File: src/rtl/ata_tf_pkg.sv
// Shared select codes and status byte layout for the task-file register block.
package ata_tf_pkg;

    localparam logic [2:0] SEL_CYL_LO   = 3'd4;
    localparam logic [2:0] SEL_CYL_HI   = 3'd5;
    localparam logic [2:0] SEL_ALT_STAT = 3'd6;
    localparam logic [2:0] SEL_STAT_CMD = 3'd7;

    localparam int ADDR_W = 24;
    localparam int BYTE_W = 8;

    // Status byte, most significant field first (bit 7 down to bit 0).
    typedef struct packed {
        logic busy;
        logic ready;
        logic fault;
        logic seek_done;
        logic xfer_req;
        logic corrected;
        logic index;
        logic error;
    } stat_byte_t;

endpackage

File: src/rtl/ata_tf_decode.sv
// Host strobe decoder: turns read/write strobes and a select code into
// one-hot register operations. Assumes at most one strobe per cycle.
module ata_tf_decode
    import ata_tf_pkg::*;
(
    input  logic       rd_stb,
    input  logic       wr_stb,
    input  logic [2:0] sel,
    output logic       rd_stat,
    output logic       wr_cmd,
    output logic       wr_lo,
    output logic       wr_hi
);

    // Decode the four register operations the rest of the block acts on.
    always_comb begin
        rd_stat = rd_stb && (sel == SEL_STAT_CMD);
        wr_cmd  = wr_stb && (sel == SEL_STAT_CMD);
        wr_lo   = wr_stb && (sel == SEL_CYL_LO);
        wr_hi   = wr_stb && (sel == SEL_CYL_HI);
    end

endmodule

File: src/rtl/ata_tf_status.sv
// Status and command control: holds busy, data-request, error and the
// pending interrupt, accepts command writes while idle and completions
// while busy. Assumes core_done is a single-cycle strobe.
module ata_tf_status
    import ata_tf_pkg::*;
(
    input  logic              clk,
    input  logic              rst_n,
    input  logic              rd_stat,
    input  logic              wr_cmd,
    input  logic [BYTE_W-1:0] cmd_byte,
    input  logic              core_done,
    input  logic              chs_ok,
    input  logic              core_drq_set,
    input  logic              core_fault,
    input  logic              core_seek_done,
    input  logic              core_corrected,
    input  logic              core_index,
    output stat_byte_t        status,
    output logic              intr_pend,
    output logic              busy,
    output logic              cmd_start,
    output logic [BYTE_W-1:0] cmd_code,
    output logic              done_acc
);

    logic              busy_q, drq_q, err_q, intr_q, start_q;
    logic [BYTE_W-1:0] code_q;
    logic              cmd_acc;

    // Qualify command writes and completions by the busy state.
    always_comb begin
        cmd_acc  = wr_cmd && !busy_q;
        done_acc = core_done && busy_q;
    end

    // Busy: set by an accepted command, cleared by an accepted completion.
    always_ff @(posedge clk) begin
        if (!rst_n)        busy_q <= 1'b0;
        else if (cmd_acc)  busy_q <= 1'b1;
        else if (done_acc) busy_q <= 1'b0;
    end

    // Data-request: set on core request, cleared by a new command.
    always_ff @(posedge clk) begin
        if (!rst_n)            drq_q <= 1'b0;
        else if (cmd_acc)      drq_q <= 1'b0;
        else if (core_drq_set) drq_q <= 1'b1;
    end

    // Error: set on an out-of-range completion, cleared by a new command.
    always_ff @(posedge clk) begin
        if (!rst_n)                    err_q <= 1'b0;
        else if (cmd_acc)              err_q <= 1'b0;
        else if (done_acc && !chs_ok)  err_q <= 1'b1;
    end

    // Pending interrupt: a completion wins over an acknowledge in the same cycle.
    always_ff @(posedge clk) begin
        if (!rst_n)                  intr_q <= 1'b0;
        else if (done_acc)           intr_q <= 1'b1;
        else if (cmd_acc || rd_stat) intr_q <= 1'b0;
    end

    // Start pulse and code register toward the drive core.
    always_ff @(posedge clk) begin
        if (!rst_n) begin
            start_q <= 1'b0;
            code_q  <= '0;
        end else begin
            start_q <= cmd_acc;
            if (cmd_acc) code_q <= cmd_byte;
        end
    end

    // Assemble the status byte from held state and live core bits.
    always_comb begin
        status.busy      = busy_q;
        status.ready     = 1'b1;
        status.fault     = core_fault;
        status.seek_done = core_seek_done;
        status.xfer_req  = drq_q;
        status.corrected = core_corrected;
        status.index     = core_index;
        status.error     = err_q;
    end

    assign intr_pend = intr_q;
    assign busy      = busy_q;
    assign cmd_start = start_q;
    assign cmd_code  = code_q;

endmodule

File: src/rtl/ata_tf_cyl.sv
// Cylinder/address byte registers: one byte lane per register, loaded by the
// host while idle or by an accepted completion. Assumes CYL_W is a multiple
// of 8 and that the linear address bytes sit directly above the low byte.
module ata_tf_cyl
    import ata_tf_pkg::*;
#(
    parameter int NUM_CYL = 16383,
    parameter int CYL_W   = 16
) (
    input  logic              clk,
    input  logic              rst_n,
    input  logic              wr_lo,
    input  logic              wr_hi,
    input  logic [BYTE_W-1:0] wdata,
    input  logic              busy,
    input  logic              done_acc,
    input  logic              lba_mode,
    input  logic [ADDR_W-1:0] core_addr,
    output logic              chs_ok,
    output logic [BYTE_W-1:0] cyl_lo,
    output logic [BYTE_W-1:0] cyl_hi
);

    localparam int LANES = CYL_W / BYTE_W;
    localparam logic [CYL_W:0] CYL_LIMIT = (CYL_W + 1)'(NUM_CYL);

    logic [LANES-1:0]             lane_wr;
    logic [LANES-1:0][BYTE_W-1:0] lane_q;
    logic [CYL_W-1:0]             cyl_num;

    // Range check of the reported cylinder; linear addresses are always taken.
    always_comb begin
        cyl_num = core_addr[CYL_W-1:0];
        chs_ok  = lba_mode || ({1'b0, cyl_num} < CYL_LIMIT);
    end

    assign lane_wr = {wr_hi, wr_lo};

    generate
        for (genvar i = 0; i < LANES; i++) begin : g_lane
            logic [BYTE_W-1:0] load_val;

            // Pick the completion byte for this lane by addressing mode.
            always_comb begin
                if (lba_mode) load_val = core_addr[BYTE_W*(i+1) +: BYTE_W];
                else          load_val = core_addr[BYTE_W*i +: BYTE_W];
            end

            // Lane register: completion load, or host write while idle.
            always_ff @(posedge clk) begin
                if (!rst_n)                    lane_q[i] <= '0;
                else if (done_acc && chs_ok)   lane_q[i] <= load_val;
                else if (lane_wr[i] && !busy)  lane_q[i] <= wdata;
            end
        end
    endgenerate

    assign cyl_lo = lane_q[0];
    assign cyl_hi = lane_q[LANES-1];

endmodule

File: src/rtl/ata_taskfile_regs.sv
// Top of the task-file register block: host strobe decode, status/command
// control, cylinder registers and the read multiplexer. Read data is
// combinational on the select code; the interrupt line is masked during a
// primary status read so the acknowledge is visible in the same cycle.
module ata_taskfile_regs
    import ata_tf_pkg::*;
#(
    parameter int NUM_CYL = 16383
) (
    input  logic              clk,
    input  logic              rst_n,
    input  logic              host_rd_stb,
    input  logic              host_wr_stb,
    input  logic [2:0]        host_sel,
    input  logic [7:0]        host_wdata,
    output logic [7:0]        host_rdata,
    output logic              intrq,
    input  logic              lba_mode,
    output logic              cmd_start,
    output logic [7:0]        cmd_code,
    input  logic              core_done,
    input  logic [23:0]       core_addr,
    input  logic              core_drq_set,
    input  logic              core_fault,
    input  logic              core_seek_done,
    input  logic              core_corrected,
    input  logic              core_index
);

    logic       rd_stat, wr_cmd, wr_lo, wr_hi;
    logic       chs_ok, busy, done_acc, intr_pend;
    stat_byte_t status;
    logic [7:0] cyl_lo, cyl_hi;

    ata_tf_decode u_decode (
        .rd_stb  (host_rd_stb),
        .wr_stb  (host_wr_stb),
        .sel     (host_sel),
        .rd_stat (rd_stat),
        .wr_cmd  (wr_cmd),
        .wr_lo   (wr_lo),
        .wr_hi   (wr_hi)
    );

    ata_tf_status u_status (
        .clk            (clk),
        .rst_n          (rst_n),
        .rd_stat        (rd_stat),
        .wr_cmd         (wr_cmd),
        .cmd_byte       (host_wdata),
        .core_done      (core_done),
        .chs_ok         (chs_ok),
        .core_drq_set   (core_drq_set),
        .core_fault     (core_fault),
        .core_seek_done (core_seek_done),
        .core_corrected (core_corrected),
        .core_index     (core_index),
        .status         (status),
        .intr_pend      (intr_pend),
        .busy           (busy),
        .cmd_start      (cmd_start),
        .cmd_code       (cmd_code),
        .done_acc       (done_acc)
    );

    ata_tf_cyl #(
        .NUM_CYL (NUM_CYL),
        .CYL_W   (16)
    ) u_cyl (
        .clk       (clk),
        .rst_n     (rst_n),
        .wr_lo     (wr_lo),
        .wr_hi     (wr_hi),
        .wdata     (host_wdata),
        .busy      (busy),
        .done_acc  (done_acc),
        .lba_mode  (lba_mode),
        .core_addr (core_addr),
        .chs_ok    (chs_ok),
        .cyl_lo    (cyl_lo),
        .cyl_hi    (cyl_hi)
    );

    // Read multiplexer; unused select codes read as zero.
    always_comb begin
        case (host_sel)
            SEL_STAT_CMD, SEL_ALT_STAT: host_rdata = status;
            SEL_CYL_LO:                 host_rdata = cyl_lo;
            SEL_CYL_HI:                 host_rdata = cyl_hi;
            default:                    host_rdata = '0;
        endcase
    end

    // Interrupt line, dropped immediately by a primary status read.
    assign intrq = intr_pend && !rd_stat;

endmodule

File: config.mk
export PLATFORM = sky130hd
export DESIGN_NAME = ata_taskfile_regs
export DESIGN_NICKNAME = d
export VERILOG_FILES = /design/src/rtl/ata_tf_pkg.sv /design/src/rtl/ata_tf_decode.sv /design/src/rtl/ata_tf_status.sv /design/src/rtl/ata_tf_cyl.sv /design/src/rtl/ata_taskfile_regs.sv
export SDC_FILE = /design/constraint.sdc
export NUM_CORES = 1
export LEC_CHECK = 0
export ABC_AREA = 1
export ABC_CLOCK_PERIOD_IN_PS = 1700
export BUFFER_PORTS_ARGS = -buffer_cell sky130_fd_sc_hd__buf_2
export CAP_MARGIN = 0
export CORE_ASPECT_RATIO = 0.75
export CORE_MARGIN = 2
export CORE_UTILIZATION = 45
export CTS_CLUSTER_SIZE = 30
export DETAILED_ROUTE_END_ITERATION = 6
export PLACE_DENSITY_LB_ADDON = 0.3
export SLEW_MARGIN = 20
export SYNTH_ARGS = -nofsm -noshare
export SYNTH_HDL_FRONTEND = slang
export SYNTH_SLANG_ARGS = --single-unit
File: constraint.sdc
create_clock -name clk -period 1.7 [get_ports clk]
set_clock_uncertainty 0.2 [all_clocks]
set_input_delay 0.425 -clock clk [delete_from_list [all_inputs] [get_ports clk]]
set_output_delay 0.425 -clock clk [all_outputs]
set_load 0.005 [all_outputs]
---- Yosys cells after proc, flatten, opt, wreduce, memory -nomap -nowiden ----
Cells that the tools add are included.
Widths: inputs -> output; s select.
storage, ports and cells
  register bits ........................... 29
  bits in latches ......................... 0
  memory bits (writable) .................. 0
  bits in read-only memories .............. 0
  bits of input ports ..................... 46
  output and inout port bits .............. 18
  word-level logic and storage cells ...... 47
  memories ................................ 0
cells by class
  $add $sub $neg .......................... 0
  $mul .................................... 0
  divide/modulo/power cells ............... 0
  $lt $le $gt $ge ......................... 1
  eq/ne operators ......................... 4
  shifts and indexed selects .............. 0
  mux-type cells .......................... 11
  bitwise operators ....................... 1
  reductions and logical operators ........ 22
operator list
  kind                  number
  $mux 8                6
  $pmux 8 s3            1
  $lt 16x14->1 const B  1
  $eq 3x3->1 const B    4
  $logic_and 1x1->1     11
  $reduce_bool 2->1     4
  $mux 1                4
  $reduce_or 2->1       2
  $logic_not 1->1       3
  $logic_or 1x1->1      2
  $not 1->1             1

---- Longest topological paths before layout ----
  word-level depth ........................ 6
  mapped depth ............................ 11
  gate-level depth less buffers ........... 10

---- By module ----
A second synthesis with hierarchy kept.
unflattened totals
  cell total of the unflattened synthesis .. 311
  area total of the unflattened synthesis .. 1924.3 sq um
modules (own cells, without submodules)
  module             instances  cells each  area each (sq um)  sequential area each (sq um)
  ata_tf_cyl         1          190         1091.0             320.3
  ata_tf_status      1          70          556.8              260.2
  ata_taskfile_regs  1          41          236.5              0.0
  ata_tf_decode      1          10          40.0               0.0

---- Least setup slack after synthesis ----
Ideal clock, no wire load.
  kind .................................... input -> register
  start point ............................. input port core_addr[11]
  end point ............................... register u_cyl.lane_q, in the netlist u_cyl.cyl_lo[0]
  library setup time ...................... 0.111 ns
  arrival ................................. 1.311 ns
  required time ........................... 1.389 ns
  setup slack ............................. 0.078 ns
  stages .................................. 10
  path buffers ............................ 1
  cell sequence ........................... nand2_1 > nor2_1 > nand2_1 > o21ai_2 > nand2_4 > nand2_4 > buf_4 > nand3_1 > nand2_1 > nor2_2
between the ends
  longest elaborated chain between the ends .. 4
  elaborated cells on any way between the ends .. 5
  those cells by class .................... order compare: 1; mux: 1; reduce/logical: 3
RTL lines
  element                                             RTL line                 RTL
  start, declared                                     ata_taskfile_regs.sv:22  input logic [23:0] core_addr,
  $lt 16x14->1 (*)                                    ata_tf_cyl.sv:34         chs_ok = lba_mode || ({1'b0, cyl_num} < CYL_LIMIT);
  $logic_or 1x1->1 (*)                                ata_tf_cyl.sv:34
  $logic_and 1x1->1 (*)                               ata_tf_cyl.sv:52         else if (done_acc && chs_ok) lane_q[i] <= load_val;
  $mux 8 / $reduce_bool 2->1 (equally long branches)  --
  end signal, assigned by index                       ata_tf_cyl.sv:52
  end signal, assigned by index                       ata_tf_cyl.sv:53         else if (lane_wr[i] && !busy) lane_q[i] <= wdata;
  end, declared                                       ata_tf_cyl.sv:28         logic [LANES-1:0][BYTE_W-1:0] lane_q;
Every way passes the cells marked *; elsewhere a longest branch is shown, timed or not.
A chain may end at the register's enable or synchronous reset.

---- Worst setup path in the final report ----
  start point ............................. input port host_sel[0]
  end point ............................... output port host_rdata[7]
between the ends
  longest elaborated chain between the ends .. 3
  elaborated cells on any way between the ends .. 6
  those cells by class .................... eq/ne: 4; mux: 1; reduce/logical: 1
RTL lines
  element          RTL line                 RTL
  start, declared  ata_taskfile_regs.sv:14  input logic [2:0] host_sel,
  $eq 3x3->1       ata_taskfile_regs.sv:86  case (host_sel)
  $reduce_or 2->1  ata_taskfile_regs.sv:86
  $pmux 8 s3 (*)   ata_taskfile_regs.sv:86
  end, declared    ata_taskfile_regs.sv:16  output logic [7:0] host_rdata,
Marked as above.

==> qor.yml <==
post_route_cells_drive_above_1_share_pct: 33.8
syn_avg_cell_area_sq_um: 6.03
path_buf_inv: 3
crit_chain: "buf_8 > nor3_4 > inv_2 > o221ai_1 > buf_2"
antenna_cells: 0
drc: 0
ir_worst_vdd_uv: 629
status: "complete, but fails checks"
io_buffers: 63
synth-edff-count: 0
grt_remaining_overflow: 0
cp.depth: 5
wl_per_cell_microns: 12.2
synthArstFlopShare_pct: 0
yosysMostFrequentCell: "nand2_1"
final_nets: 442
grt_pass1_vias: 2094
fin_util_pct: 70.7
cts_inserted_buffers: 5
postSynthNetCount: 347
final-setup-viol-count: 8
ys_ff_latch: 29
cts-root-buf: "clkbuf_8"
clk_latency_ns: 0.28
syn_inst: 301
crit_arrival_ns: 1.17
gp_congestion: 0.865
cts.path.max_buffers: 2
multi_input_area_sq_um: 1090
hp-class: "in2reg"
die_h_microns: 59.0
relSlewSlack_pct: 82.1
tritoncts: "done"
synth_commonest_cells: "111 x nand2_1, 33 x nand3_1, 29 x dfxtp_1, 29 x inv_1, 28 x nor2_1"
grt_max_degree: 19
detailed_place.area_sq_um: 2400
setup_ws_ns: -0.0917
drt_iter0_drc: 127
violations: "setup timing"
num_io_pins: 64
ff2ff_path_depth: 9
crit_path_max_fanout: 8
vias: 2257
worstMarginPinSlew_ns: 0.267
critPathSlowestCell: "nor3_4"
die_area_sq_um: 4560
area_growth_syn_to_layout_pct: 46.3
critical_path_class: "in2out"
powerDensity_nw_per_um2: 623
ys.flop_type: "dfxtp_1"
final-instance-count-excl-fill: 448
yosys_warnings: 0
dpl.cell_count: 434
synth_top_area_share_pct: 32.0
core_area_sq_um: 3760
finalHoldViolations: 0
min_period_ns: 1.79
yosysTopAreaCell: "dfxtp_1"
register_area_sq_um: 581
p_leak_nw: 1.44
whs_path_depth: 3
critPathMaxStageDelay_ns: 0.19
crit_family: "buffers and inverters"
startpoint_type: "input pin"
vias_per_cell: 5.04
fin_area_sq_um: 2660
grt_pass1_wl_microns: 9140
row_count: 19
gr-usage-all-layers_pct: 25.4
endpoint_kind: "primary output"
antenna_left: 0
die_w_microns: 77.3
report.final.slew_viol_count: 0
htree_levels: 2
cts.reportedPaths.clkPinSlew_ns: 0.06
hpwl_microns: 4010
clock-sinks: 29
fmax_mhz: 558
antenna_found_initial: 0
syn_area_sq_um: 1820
maxCapViolCount: 0
yosysSeqAreaShare_pct: 32.0
firstDrtPassIters: 4
period_share_pct: 105
cp_data_required_time_ns: 1.07
initial_core_util_pct: 48.3
wirelength_microns: 5460
fillCellCount: 340
ys_types: 28
synth_area_leaders: "dfxtp_1 32%, nand2_1 23%, nand3_1 9.1%"
rsz0062_at_grt: "yes"
final timing paths:
| kind | startpoint | endpoint | slack, ns |
|---|---|---|---|
| worst min-delay path | core_drq_set | u_status.drq_q | 0.16 |
| worst max-delay path | host_sel[0] | host_rdata[7] | -0.09 |
| worst min register to register | u_status.cmd_code[5] | u_status.cmd_code[5] | 0.27 |
| worst max register to register | u_status.busy | u_cyl.cyl_lo[0] | 0.18 |
power breakdown:
group,internal (W),switching (W),leakage [nW]
Clock,0.000320,0.000259,0.0443
Combinational,0.000172,0.000188,1.16
Sequential,0.000706,0.0000101,0.236
Total,0.00120,0.000457,1.44
layout by cell type, fill, tap and decap left out, types with 2 or more instances in the layout:
| cell type | Yosys | routed |
|---|---|---|
| a21oi_1 | 2 | 2 |
| buf_12 | 0 | 3 |
| buf_2 | 6 | 60 |
| buf_4 | 1 | 33 |
| buf_8 | 0 | 4 |
| clkbuf_8 | 0 | 6 |
| dfxtp_1 | 29 | 29 |
| inv_1 | 29 | 26 |
| inv_2 | 4 | 6 |
| nand2_1 | 111 | 106 |
| nand2_2 | 0 | 4 |
| nand2_4 | 2 | 2 |
| nand3_1 | 33 | 33 |
| nand3b_1 | 8 | 8 |
| nor2_1 | 28 | 25 |
| nor2_2 | 3 | 5 |
| nor2_4 | 1 | 3 |
| o211ai_1 | 6 | 6 |
| o21ai_0 | 12 | 12 |
| o21ai_1 | 8 | 7 |
| o21ai_2 | 1 | 2 |
| o221ai_1 | 2 | 2 |
through the flow:
| stage | setup WS [ns] | hold WS (ns) | power, W | setup TNS [ns] |
|---|---|---|---|---|
| 2_1_floorplan | 0.0782 | 0.236 | 0.000890 | 0 |
| 4_1_cts | -0.0995 | 0.161 | 0.00164 | -0.439 |
| 5_1_grt | -0.160 | 0.183 | 0.00174 | -1.02 |
| 3_3_place_gp | -0.170 | 0.248 | 0.00104 | -3.14 |
| 6_report | -0.0917 | 0.157 | 0.00166 | -0.563 |
| 3_5_place_dp | -0.265 | 0.255 | 0.00105 | -3.99 |
layout make-up:
| class | count | share of cell area (%) |
|---|---|---|
| sequential | 29 | 21.9 |
| tap | 52 | 2.45 |
| clock buffer | 7 | 3.25 |
| timing repair buffer | 102 | 26.5 |
| inverter | 34 | 4.90 |
| multi-input combinational | 224 | 41.0 |
logic make-up (layout without fill, tap and decap cells):
| logic type | after synthesis | after routing | synth area share [%] |
|---|---|---|---|
| flip-flops | 29 | 29 | 32.0 |
| AND/OR/NAND/NOR | 189 | 190 | 45.1 |
| AO/OA/AOI/OAI | 34 | 34 | 11.4 |
| buffers and inverters | 49 | 143 | 11.6 |
state kept, by name, summed over array words and instances, names as in the netlist:
name                count
u_status.drq_q          1
u_status.cmd_code       8
u_status.cmd_start      1
u_status.busy           1
u_status.intr_pend      1
u_cyl.cyl_lo            8
u_status.err_q          1
u_cyl.cyl_hi            8
tightest hold or removal path: stages:
cell and delay (ns):
buf_2 0.08, nor2_1 0.03, nor2_1 0.08
per-layer routing:
layer / track usage (%) / wire length, microns
met2: 41.7 / 2480
met1: 34.3 / 2480
met3: 4.88 / 395
met4: 8.16 / 91
met5: 0 / 0
what timing repair did:
item / CTS / global route
resized for setup: 18 / 13
buffers inserted: 3 / 2
cloned: 1 / 1
hold buffers: 0 / 0
pin swaps: 7 / 15
endpoints found under the setup margin: 8 / 25
Power figures use the tool's default switching activity.
